### config.mk
export PLATFORM = sky130hd
export DESIGN_NAME = plic_core
export DESIGN_NICKNAME = d
export VERILOG_FILES = /design/src/rtl/plic_pkg.sv /design/src/rtl/plic_gateway.sv /design/src/rtl/plic_arbiter.sv /design/src/rtl/plic_core.sv
export SDC_FILE = /design/constraint.sdc
export NUM_CORES = 1
export LEC_CHECK = 0
export ABC_AREA = 0
export BUFFER_PORTS_ARGS = -buffer_cell sky130_fd_sc_hd__buf_4
export CELL_PAD_IN_SITES_DETAIL_PLACEMENT = 1
export CELL_PAD_IN_SITES_GLOBAL_PLACEMENT = 1
export CORE_ASPECT_RATIO = 1.25
export CORE_UTILIZATION = 49
export DETAILED_ROUTE_END_ITERATION = 8
export HOLD_SLACK_MARGIN = 0.06
export PLACE_DENSITY = 0.91
export SYNTH_ARGS = -nofsm -noshare
export SYNTH_HDL_FRONTEND = slang
export SYNTH_SLANG_ARGS = --single-unit
### constraint.sdc
create_clock -name clk -period 16.6 [get_ports clk]
set_input_delay 2.49 -clock clk [delete_from_list [all_inputs] [get_ports clk]]
set_output_delay 2.49 -clock clk [all_outputs]
set_load 0.005 [all_outputs]
### src/rtl/plic_pkg.sv
package plic_pkg;
  typedef enum logic [2:0] {
    KIND_PRIO  = 3'd0,
    KIND_EN    = 3'd1,
    KIND_THR   = 3'd2,
    KIND_CLAIM = 3'd3,
    KIND_PEND  = 3'd4
  } reg_kind_e;
endpackage

### src/rtl/plic_gateway.sv
module plic_gateway (
  input  logic clk,
  input  logic rst_n,
  input  logic lvl_i,
  input  logic claim_i,
  input  logic done_i,
  output logic pend_o,
  output logic busy_o
);
  logic s1_q, s2_q;
  logic pend_q, pend_d, busy_q, busy_d;

  always_ff @(posedge clk or negedge rst_n) begin
    if (!rst_n) begin
      s1_q <= 1'b0;
      s2_q <= 1'b0;
    end else begin
      s1_q <= lvl_i;
      s2_q <= s1_q;
    end
  end

  always_comb begin
    pend_d = pend_q;
    busy_d = busy_q;
    if (claim_i && pend_q) begin
      pend_d = 1'b0;
      busy_d = 1'b1;
    end else if (done_i && busy_q) begin
      busy_d = 1'b0;
    end else if (s2_q && !busy_q && !pend_q) begin
      pend_d = 1'b1;
    end
  end

  always_ff @(posedge clk or negedge rst_n) begin
    if (!rst_n) begin
      pend_q <= 1'b0;
      busy_q <= 1'b0;
    end else begin
      pend_q <= pend_d;
      busy_q <= busy_d;
    end
  end

  assign pend_o = pend_q;
  assign busy_o = busy_q;
endmodule

### src/rtl/plic_arbiter.sv
module plic_arbiter #(
  parameter int NSRC   = 7,
  parameter int PRIO_W = 3,
  localparam int ID_W  = $clog2(NSRC + 1)
) (
  input  logic [NSRC:0]             pend_i,
  input  logic [NSRC:0]             en_i,
  input  logic [NSRC:0][PRIO_W-1:0] prio_i,
  input  logic [PRIO_W-1:0]         thr_i,
  output logic [ID_W-1:0]           id_o
);
  logic [PRIO_W-1:0] best_p;

  always_comb begin
    best_p = thr_i;
    id_o   = '0;
    for (int k = 1; k <= NSRC; k++) begin
      if (pend_i[k] && en_i[k] && (prio_i[k] > best_p)) begin
        best_p = prio_i[k];
        id_o   = ID_W'(k);
      end
    end
  end
endmodule

### src/rtl/plic_core.sv
module plic_core #(
  parameter int NSRC   = 7,
  parameter int NTGT   = 2,
  parameter int PRIO_W = 3,
  parameter int ADDR_W = 8,
  parameter int DATA_W = 32,
  localparam int ID_W  = $clog2(NSRC + 1),
  localparam int IDX_W = ADDR_W - 3,
  localparam int TGT_W = (NTGT > 1) ? $clog2(NTGT) : 1
) (
  input  logic              clk,
  input  logic              rst_n,
  input  logic [NSRC-1:0]   src_i,
  input  logic              req_valid_i,
  input  logic              req_write_i,
  input  logic [ADDR_W-1:0] req_addr_i,
  input  logic [DATA_W-1:0] req_wdata_i,
  output logic [DATA_W-1:0] rd_data_o,
  output logic [NTGT-1:0]   irq_o
);
  import plic_pkg::*;

  logic rst_m_q, rst_q;
  always_ff @(posedge clk or negedge rst_n) begin
    if (!rst_n) begin
      rst_m_q <= 1'b0;
      rst_q   <= 1'b0;
    end else begin
      rst_m_q <= 1'b1;
      rst_q   <= rst_m_q;
    end
  end

  logic [NSRC:0][PRIO_W-1:0] prio_q, prio_d;
  logic [NTGT-1:0][NSRC:0]   en_q, en_d;
  logic [NTGT-1:0][PRIO_W-1:0] thr_q, thr_d;
  logic [NSRC:0][TGT_W-1:0]  owner_q, owner_d;
  logic [DATA_W-1:0]         rd_q, rd_d;
  logic [NTGT-1:0][ID_W-1:0] best_id;
  logic [NSRC:0]             pend, busy, claim_vec, cmpl_vec;

  reg_kind_e        kind;
  logic [IDX_W-1:0] idx;
  assign kind = reg_kind_e'(req_addr_i[ADDR_W-1:IDX_W]);
  assign idx  = req_addr_i[IDX_W-1:0];

  assign pend[0] = 1'b0;
  assign busy[0] = 1'b0;

  for (genvar k = 1; k <= NSRC; k++) begin : g_src
    plic_gateway i_gw (
      .clk    (clk),
      .rst_n  (rst_q),
      .lvl_i  (src_i[k-1]),
      .claim_i(claim_vec[k]),
      .done_i (cmpl_vec[k]),
      .pend_o (pend[k]),
      .busy_o (busy[k])
    );
  end

  for (genvar t = 0; t < NTGT; t++) begin : g_tgt
    plic_arbiter #(.NSRC(NSRC), .PRIO_W(PRIO_W)) i_arb (
      .pend_i(pend),
      .en_i  (en_q[t]),
      .prio_i(prio_q),
      .thr_i (thr_q[t]),
      .id_o  (best_id[t])
    );
    assign irq_o[t] = (best_id[t] != '0);
  end

  logic rd_en, wr_en;
  assign rd_en = req_valid_i && !req_write_i;
  assign wr_en = req_valid_i &&  req_write_i;

  always_comb begin
    prio_d    = prio_q;
    en_d      = en_q;
    thr_d     = thr_q;
    owner_d   = owner_q;
    rd_d      = rd_q;
    claim_vec = '0;
    cmpl_vec  = '0;
    if (rd_en) rd_d = '0;
    case (kind)
      KIND_PRIO: begin
        for (int k = 1; k <= NSRC; k++) begin
          if (idx == IDX_W'(k)) begin
            if (wr_en) prio_d[k] = req_wdata_i[PRIO_W-1:0];
            if (rd_en) rd_d[PRIO_W-1:0] = prio_q[k];
          end
        end
      end
      KIND_EN: begin
        for (int t = 0; t < NTGT; t++) begin
          if (idx == IDX_W'(t)) begin
            if (wr_en) en_d[t] = {req_wdata_i[NSRC:1], 1'b0};
            if (rd_en) rd_d[NSRC:0] = en_q[t];
          end
        end
      end
      KIND_THR: begin
        for (int t = 0; t < NTGT; t++) begin
          if (idx == IDX_W'(t)) begin
            if (wr_en) thr_d[t] = req_wdata_i[PRIO_W-1:0];
            if (rd_en) rd_d[PRIO_W-1:0] = thr_q[t];
          end
        end
      end
      KIND_CLAIM: begin
        for (int t = 0; t < NTGT; t++) begin
          if (idx == IDX_W'(t)) begin
            if (rd_en) begin
              rd_d[ID_W-1:0] = best_id[t];
              for (int k = 1; k <= NSRC; k++) begin
                if (best_id[t] == ID_W'(k)) begin
                  claim_vec[k] = 1'b1;
                  owner_d[k]   = TGT_W'(t);
                end
              end
            end
            if (wr_en) begin
              for (int k = 1; k <= NSRC; k++) begin
                if ((req_wdata_i == DATA_W'(k)) && busy[k] &&
                    (owner_q[k] == TGT_W'(t)))
                  cmpl_vec[k] = 1'b1;
              end
            end
          end
        end
      end
      KIND_PEND: begin
        if (rd_en) rd_d[NSRC:0] = pend;
      end
      default: ;
    endcase
  end

  always_ff @(posedge clk or negedge rst_q) begin
    if (!rst_q) begin
      prio_q  <= '0;
      en_q    <= '0;
      thr_q   <= '0;
      owner_q <= '0;
      rd_q    <= '0;
    end else begin
      prio_q  <= prio_d;
      en_q    <= en_d;
      thr_q   <= thr_d;
      owner_q <= owner_d;
      rd_q    <= rd_d;
    end
  end

  assign rd_data_o = rd_q;
endmodule

==> impl_metrics.csv, run 1 <==
group,metric,value,unit
routing,vias,5620,
final_layout,n_fill_cell,1424,
clock_tree,insertion_delay,0.35,ns
routing,detail-route-antenna-nets,0,
clock_tree,cts.path.max_buffers,2,
synth,yosys_most_used_dff,"dfrtp_1",
placement,place_area,6630,sq um
die,core,12200,sq um
synth,seq_area_frac_synth,35.1,%
sta,setup_viol,0,
sta,rsz0062_at_grt,"no",
synth,synth.top_cells.by_count,"dfrtp_1 (86), nand2_1 (53), mux2_2 (51)",
synth,synthMuxAreaShare,13.2,%
synth,yosysMostFrequentCell,"dfrtp_1",
final_layout,diodes,0,
min_path,min_path_type,"register to async pin",
routing,drtPass1Iterations,5,
sta,finalCritPeriodShare,85.7,%
clock_tree,cts.sinks,86,
sta,worstMarginPinSlew,1.00,ns
placement,hpwl,15300,microns
synth,synth-xor-area-share,0.999,%
clock_tree,clk_pin_slew,0.07,ns
placement,place.gp.congestion,0.931,
sta,skew,0.0101,ns
synth,synth_top_family_by_area,"compound AO/OA/AOI/OAI gates",
synth,synthTopCellsByArea,"dfrtp_1 (35%), mux2_2 (9.4%), ha_1 (6.9%)",
final_layout,area_growth_syn_to_layout,13.0,%
synth,synth-seq-cells,86,
critical_path,cpMostUsedCell,"ha_1",
clock_tree,cts_made_buffers,9,
synth,synth_top_area_cell,"dfrtp_1",
critical_path,r2r_start,"prio_q[4]",
synth,postSynth.asyncResetShare,100,%
synth,yosys.area_share.adder,7.12,%
die,dieWidth,102,microns
die,die_h,127,microns
global_routing,grt_first_pass_wirelength,31800,microns
power,max-vdd-ir-drop,0.0685,mV
sta,finalHoldViolations,0,
synth,synth_edf_count,0,
final_layout,multi_input_area,3680,sq um
routing,route.detailed.wl_per_inst,23.1,microns
global_routing,grt_usage,32.7,%
global_routing,grt_overflow,0,
sta,period_minus_slack,14.22,ns
critical_path,arrival,11.73,ns
synth,synth_compound_area_share,19.2,%
power,p_leak,3.05,nW
power,fin_total_pwr,0.000508,W
outcome,status,"completed",
final_layout,design_area,6940,sq um
synth,netlist.area_leader.share,35.1,%
synth,syn-cell-area,6140,sq um
routing,wl,20200,microns
critical_path,path_class,"register to output pin",
clock_tree,cts_hold_buf,0,
synth,synthSimpleGateAreaFrac,17.9,%
synth,syn-instance-count,649,
sta,max_slew_margin,32.3,%
power,powerDensity,73.2,nW/um^2
final_layout,nets,789,
clock_tree,cts-root-buf,"clkbuf_16",
clock_tree,htreeDepth,3,
final_layout,drive_above_1_share,24.3,%
critical_path,cp_data_required_time,14.11,ns
sta,slew_violations,0,
critical_path,cpPeakStageDelay,0.68,ns
die,rows,45,
critical_path,startpoint,"prio_q[4]",
global_routing,grt_max_degree,59,
sta,tns,0,ns
clock_tree,cts_setup_buffers,0,
routing,drtIter0Drc,317,
die,start_util,50.5,%
synth,ys_types,87,
critical_path,endpoint_kind,"output pin",
die,dieArea,13000,sq um
sta,max_freq,70.3,MHz
final_layout,ff_latch_area,2160,sq um
global_routing,antenna_found_initial,0,
clock_tree,post_cts_resized,0,
global_routing,first_global_vias,6009,
run,max_cap_viol_count,0,
routing,vias_per_cell,6.44,
clock_tree,cts_tree,"built",
placement,io_buffers,60,
synth,ys_warn_count,0,
die,io_pins,85,
critical_path,cp_max_fo,11,
critical_path,start_kind,"register",
synth,syn_avg_cell_area,9.46,sq um
routing,drc,0,
critical_path,crit_slowest_cell,"a21oi_1",
power by group:
group	internal (W)	total [W]	leakage, nW	switching (W)
clock	0.000119	0.000212	0.149	0.0000928
combinational	0.0000303	0.0000706	1.82	0.0000403
sequential	0.000217	0.000225	1.08	0.00000889
total	0.000366	0.000508	3.05	0.000142
routing by layer:
layer	wire [microns]	global-route usage (%)	up-vias
met5	0	0	-
met4	1280	21.4	0
met3	995	3.28	98
met2	10300	56.5	256
met1	7560	38.0	2806
li1	-	-	2460
kinds of logic after synthesis:
kind of cell,Yosys count
buffers and inverters,73
multiplexers,71
adder cells (fa/ha/maj),35
XOR/XNOR,7
flip-flops,86
other,2
AO/OA/AOI/OAI,156
AND/OR/NAND/NOR,219
flip-flops by register name, indices dropped and copies added (netlist names):
signal / count
rst_q: 1
g_src.i_gw.s1_q: 7
g_src.i_gw.s2_q: 7
prio_q: 21
g_src.i_gw.busy_o: 7
g_src.i_gw.pend_o: 7
rst_m_q: 1
en_q: 14
thr_q: 6
owner_q: 7
rd_data_o: 8
worst max-delay path, delay by kind of cell, from the launching register on:
kind,cells,cell delay [ns]
mux,5,1.49
fa+ha+maj,8,2.30
flops,1,0.46
simple gates,18,3.74
buf+inv,2,0.24
compound gates,15,3.11
area by class of cell:
cell class / instances / share of cell area [%]
Sequential cell: 86 / 31.1
Timing Repair Buffer: 63 / 6.82
Tap cell: 164 / 2.96
Clock inverter: 7 / 1.15
Inverter: 31 / 1.68
Multi-Input combinational cell: 513 / 53.1
Clock buffer: 9 / 3.25
worst paths after layout:
path,to,slack [ns],cells past startpoint
min,en_q[1],0.24,0
min reg2reg,en_q[1],0.24,0
min in group clk,g_src[2].i_gw.s2_q,0.35,0
max in group asynchronous,rst_q,14.58,1
max reg2reg,g_src[3].i_gw.pend_o,4.80,49
max,irq_o[0],2.38,48
through the flow:
| step | std cells | worst slack, ns | util [%] | hold WS [ns] |
|---|---|---|---|---|
| detailed placement | 857 | 2.91 | 54.5 | 0.256 |
| global placement | 857 | 3.61 | 54.5 | 0.245 |
| global route | 873 | 1.69 | 57.0 | 0.275 |
| finish | 873 | 2.38 | 57.0 | 0.242 |
| CTS | 873 | 2.47 | 57.0 | 0.256 |
| floorplan | 672 | 4.70 | - | 0.331 |
placed cells by master, fill, tap and decap left out, types with 4 or more instances in the layout:
master | synthesis | routed
inv_1 | 31 | 31
o211ai_1 | 6 | 6
a22o_1 | 8 | 8
o21ai_2 | 4 | 4
nor4_1 | 11 | 11
clkbuf_16 | 0 | 9
o31ai_1 | 4 | 4
ha_1 | 34 | 34
a21oi_1 | 31 | 31
nand2b_1 | 9 | 9
nor2_2 | 5 | 5
nor2_1 | 45 | 45
dfrtp_1 | 86 | 85
xnor2_1 | 4 | 4
nand2_1 | 53 | 53
nor3_1 | 14 | 14
o21a_1 | 7 | 7
nor2b_1 | 19 | 19
nand3_1 | 39 | 39
buf_4 | 24 | 63
o21ai_0 | 33 | 33
a22oi_1 | 4 | 4
and3_1 | 5 | 5
o22ai_1 | 4 | 4
mux2i_1 | 16 | 16
conb_1 | 2 | 25
mux2_2 | 51 | 51
No activity file was read; power rests on OpenSTA's default activity.
==> run 2: changes to the inputs <==
CORE_UTILIZATION = 48   (was 49)
PLACE_DENSITY = 0.9   (was 0.91)
SYNTH_HIERARCHICAL = 1   (was unset)
==> impl_metrics.csv, run 2 <==
group,metric,value,unit
placement,hpwl,16500,microns
final_layout,final_cell_mix,"dfrtp_1 (85), nand2_1 (67), buf_4 (62)",
synth,syn_avg_cell_area,8.94,sq um
global_routing,antenna_found_initial,0,
synth,yosys_most_used_dff,"dfrtp_1",
die,rows,47,
global_routing,first_global_vias,6853,
routing,wl,23400,microns
final_layout,final_common_cell,"dfrtp_1",
clock_tree,cts.sinks,86,
sta,slew_violations,0,
critical_path,path_class,"register to output pin",
die,io_pins,85,
synth,ys_warn_count,6,
clock_tree,cts_setup_buffers,0,
outcome,status,"completed",
clock_tree,insertion_delay,0.34,ns
clock_tree,cts_tree,"built",
final_layout,area_growth_syn_to_layout,12.3,%
synth,netlist.area_leader.share,33.2,%
critical_path,endpoint_kind,"output pin",
synth,synth-seq-cells,86,
clock_tree,clk_pin_slew,0.06,ns
synth,synth.top_cells.by_count,"dfrtp_1 (86), nand2_1 (67), inv_1 (48)",
routing,vias_per_cell,6.63,
synth,yosysMostFrequentCell,"dfrtp_1",
die,start_util,48.9,%
clock_tree,cts_made_buffers,9,
synth,syn-instance-count,724,
critical_path,start_kind,"register",
clock_tree,cts-root-buf,"clkbuf_16",
final_layout,nets,851,
synth,syn-cell-area,6470,sq um
sta,period_minus_slack,13.84,ns
sta,skew,0.00886,ns
power,powerDensity,67.7,nW/um^2
synth,synth_top_area_cell,"dfrtp_1",
sta,worstMarginPinSlew,1.13,ns
final_layout,instances_no_fill,950,
routing,drc,0,
power,p_leak,3.14,nW
sta,setup_viol,0,
global_routing,grt_usage,34.6,%
synth,seq_area_frac_synth,33.2,%
critical_path,crit_slowest_cell,"dfrtp_1",
run,max_cap_viol_count,0,
synth,synth_edf_count,0,
critical_path,arrival,11.35,ns
final_layout,final_util,55.0,%
clock_tree,cts.path.max_buffers,2,
power,max-vdd-ir-drop,0.0684,mV
min_path,min_path_type,"register to register",
clock_tree,htreeDepth,3,
placement,io_buffers,60,
critical_path,crit_family,"simple AND/OR/NAND/NOR gates",
synth,synthTopCellsByArea,"dfrtp_1 (33%), mux2_2 (7.3%), ha_1 (5.0%)",
global_routing,grt_max_degree,85,
final_layout,diodes,0,
routing,route.detailed.wl_per_inst,24.6,microns
die,dieArea,14000,sq um
placement,placed_cells,934,
synth,ys_types,91,
sta,finalHoldViolations,0,
routing,drtIter0Drc,400,
sta,tns,0,ns
sta,rsz0062_at_grt,"no",
critical_path,cp_max_fo,11,
global_routing,grt_first_pass_wirelength,37200,microns
routing,detail-route-antenna-nets,0,
sta,max_slew_margin,25.0,%
final_layout,largest_reg_flops,21,
routing,drtPass1Iterations,5,
critical_path,worst-path-buf-inv,4,
final_layout,max_flop_register,"prio_q",
synth,postSynth.asyncResetShare,100,%
die,core,13200,sq um
die,die_h,132,microns
clock_tree,cts_hold_buf,0,
global_routing,grt_overflow,0,
die,dieWidth,106,microns
critical_path,cp_data_required_time,14.11,ns
critical_path,cpPeakStageDelay,0.52,ns
routing,vias,6298,
sta,max_freq,72.2,MHz
final_layout,drive_above_1_share,20.9,%
sta,finalCritPeriodShare,83.4,%
placement,place.gp.congestion,0.951,
clock_tree,post_cts_resized,0,
run 2: cell count changes after synthesis, moves of 8 or more:
cell	delta
or3_1	+9
nand4_1	+8
and4_1	+8
mux2_2	-9
inv_1	+17
nand2_1	+14
and2_1	+9
nand3_1	-9
ha_1	-8
mux2i_1	-8
o21ai_0	+14
a22oi_1	+12
run 2: path summary, 6_finish.rpt:
check	from	end	slack, ns	cells past startpoint
setup / recovery	prio_q[4]	irq_o[0]	2.76	49
hold / removal	rst_m_q	rst_q	0.36	0
setup reg to reg	prio_q[4]	g_src[3].i_gw/pend_o	5.08	51
hold reg to reg	rst_m_q	rst_q	0.36	0
max in group asynchronous	rst_n	rst_q	14.58	1
min in group asynchronous	rst_q	g_src[1].i_gw/s2_q	0.54	0
run 2: layout make-up:
type / count / area [sq um]
clock inverter: 5 / 58.8
timing repair buffer: 62 / 465
fill: 1537 / 5960
multi-input combinational: 567 / 3960
tap: 171 / 214
inverter: 48 / 180
sequential: 86 / 2160
clock buffer: 11 / 243
run 2: power by group:
part | total [W] | leakage, nW | internal (W) | switching (W)
clock | 0.000208 | 0.142 | 0.000121 | 0.0000874
combinational | 0.0000571 | 1.88 | 0.0000243 | 0.0000328
sequential | 0.000227 | 1.12 | 0.000215 | 0.0000118
total | 0.000492 | 3.14 | 0.000360 | 0.000132
run 2: metrics by stage:
| stage | cell area [sq um] | setup WS (ns) | power, W | hold slack (ns) |
|---|---|---|---|---|
| floorplan | 6560 | 4.85 | 0.000263 | 0.331 |
| CTS | 7270 | 2.88 | 0.000492 | 0.356 |
| global placement | 6970 | 3.48 | 0.000282 | 0.333 |
| detailed placement | 6970 | 3.27 | 0.000284 | 0.336 |
| global route | 7270 | 2.00 | 0.000506 | 0.363 |
| finish | 7270 | 2.76 | 0.000492 | 0.355 |
run 2: cell families after synthesis:
group / share of synthesized area [%]
AOI/OAI and AO/OA: 22.3
DFF: 33.2
adders and majority gates: 5.02
other: 0.116
muxes: 9.53
and+or+nand+nor: 22.8
buffers and inverters: 7.01
run 2: metal layers:
| layer | GRT usage, % | vias up | wire length, microns | part of all wire, % |
|---|---|---|---|---|
| met1 | 38.7 | 3144 | 8390 | 36 |
| met5 | 0 | - | 0 | 0 |
| met2 | 62.5 | 321 | 12300 | 52 |
| met4 | 19.4 | 0 | 1230 | 5.3 |
| met3 | 4.84 | 103 | 1510 | 6.4 |
| li1 | - | 2730 | - | - |
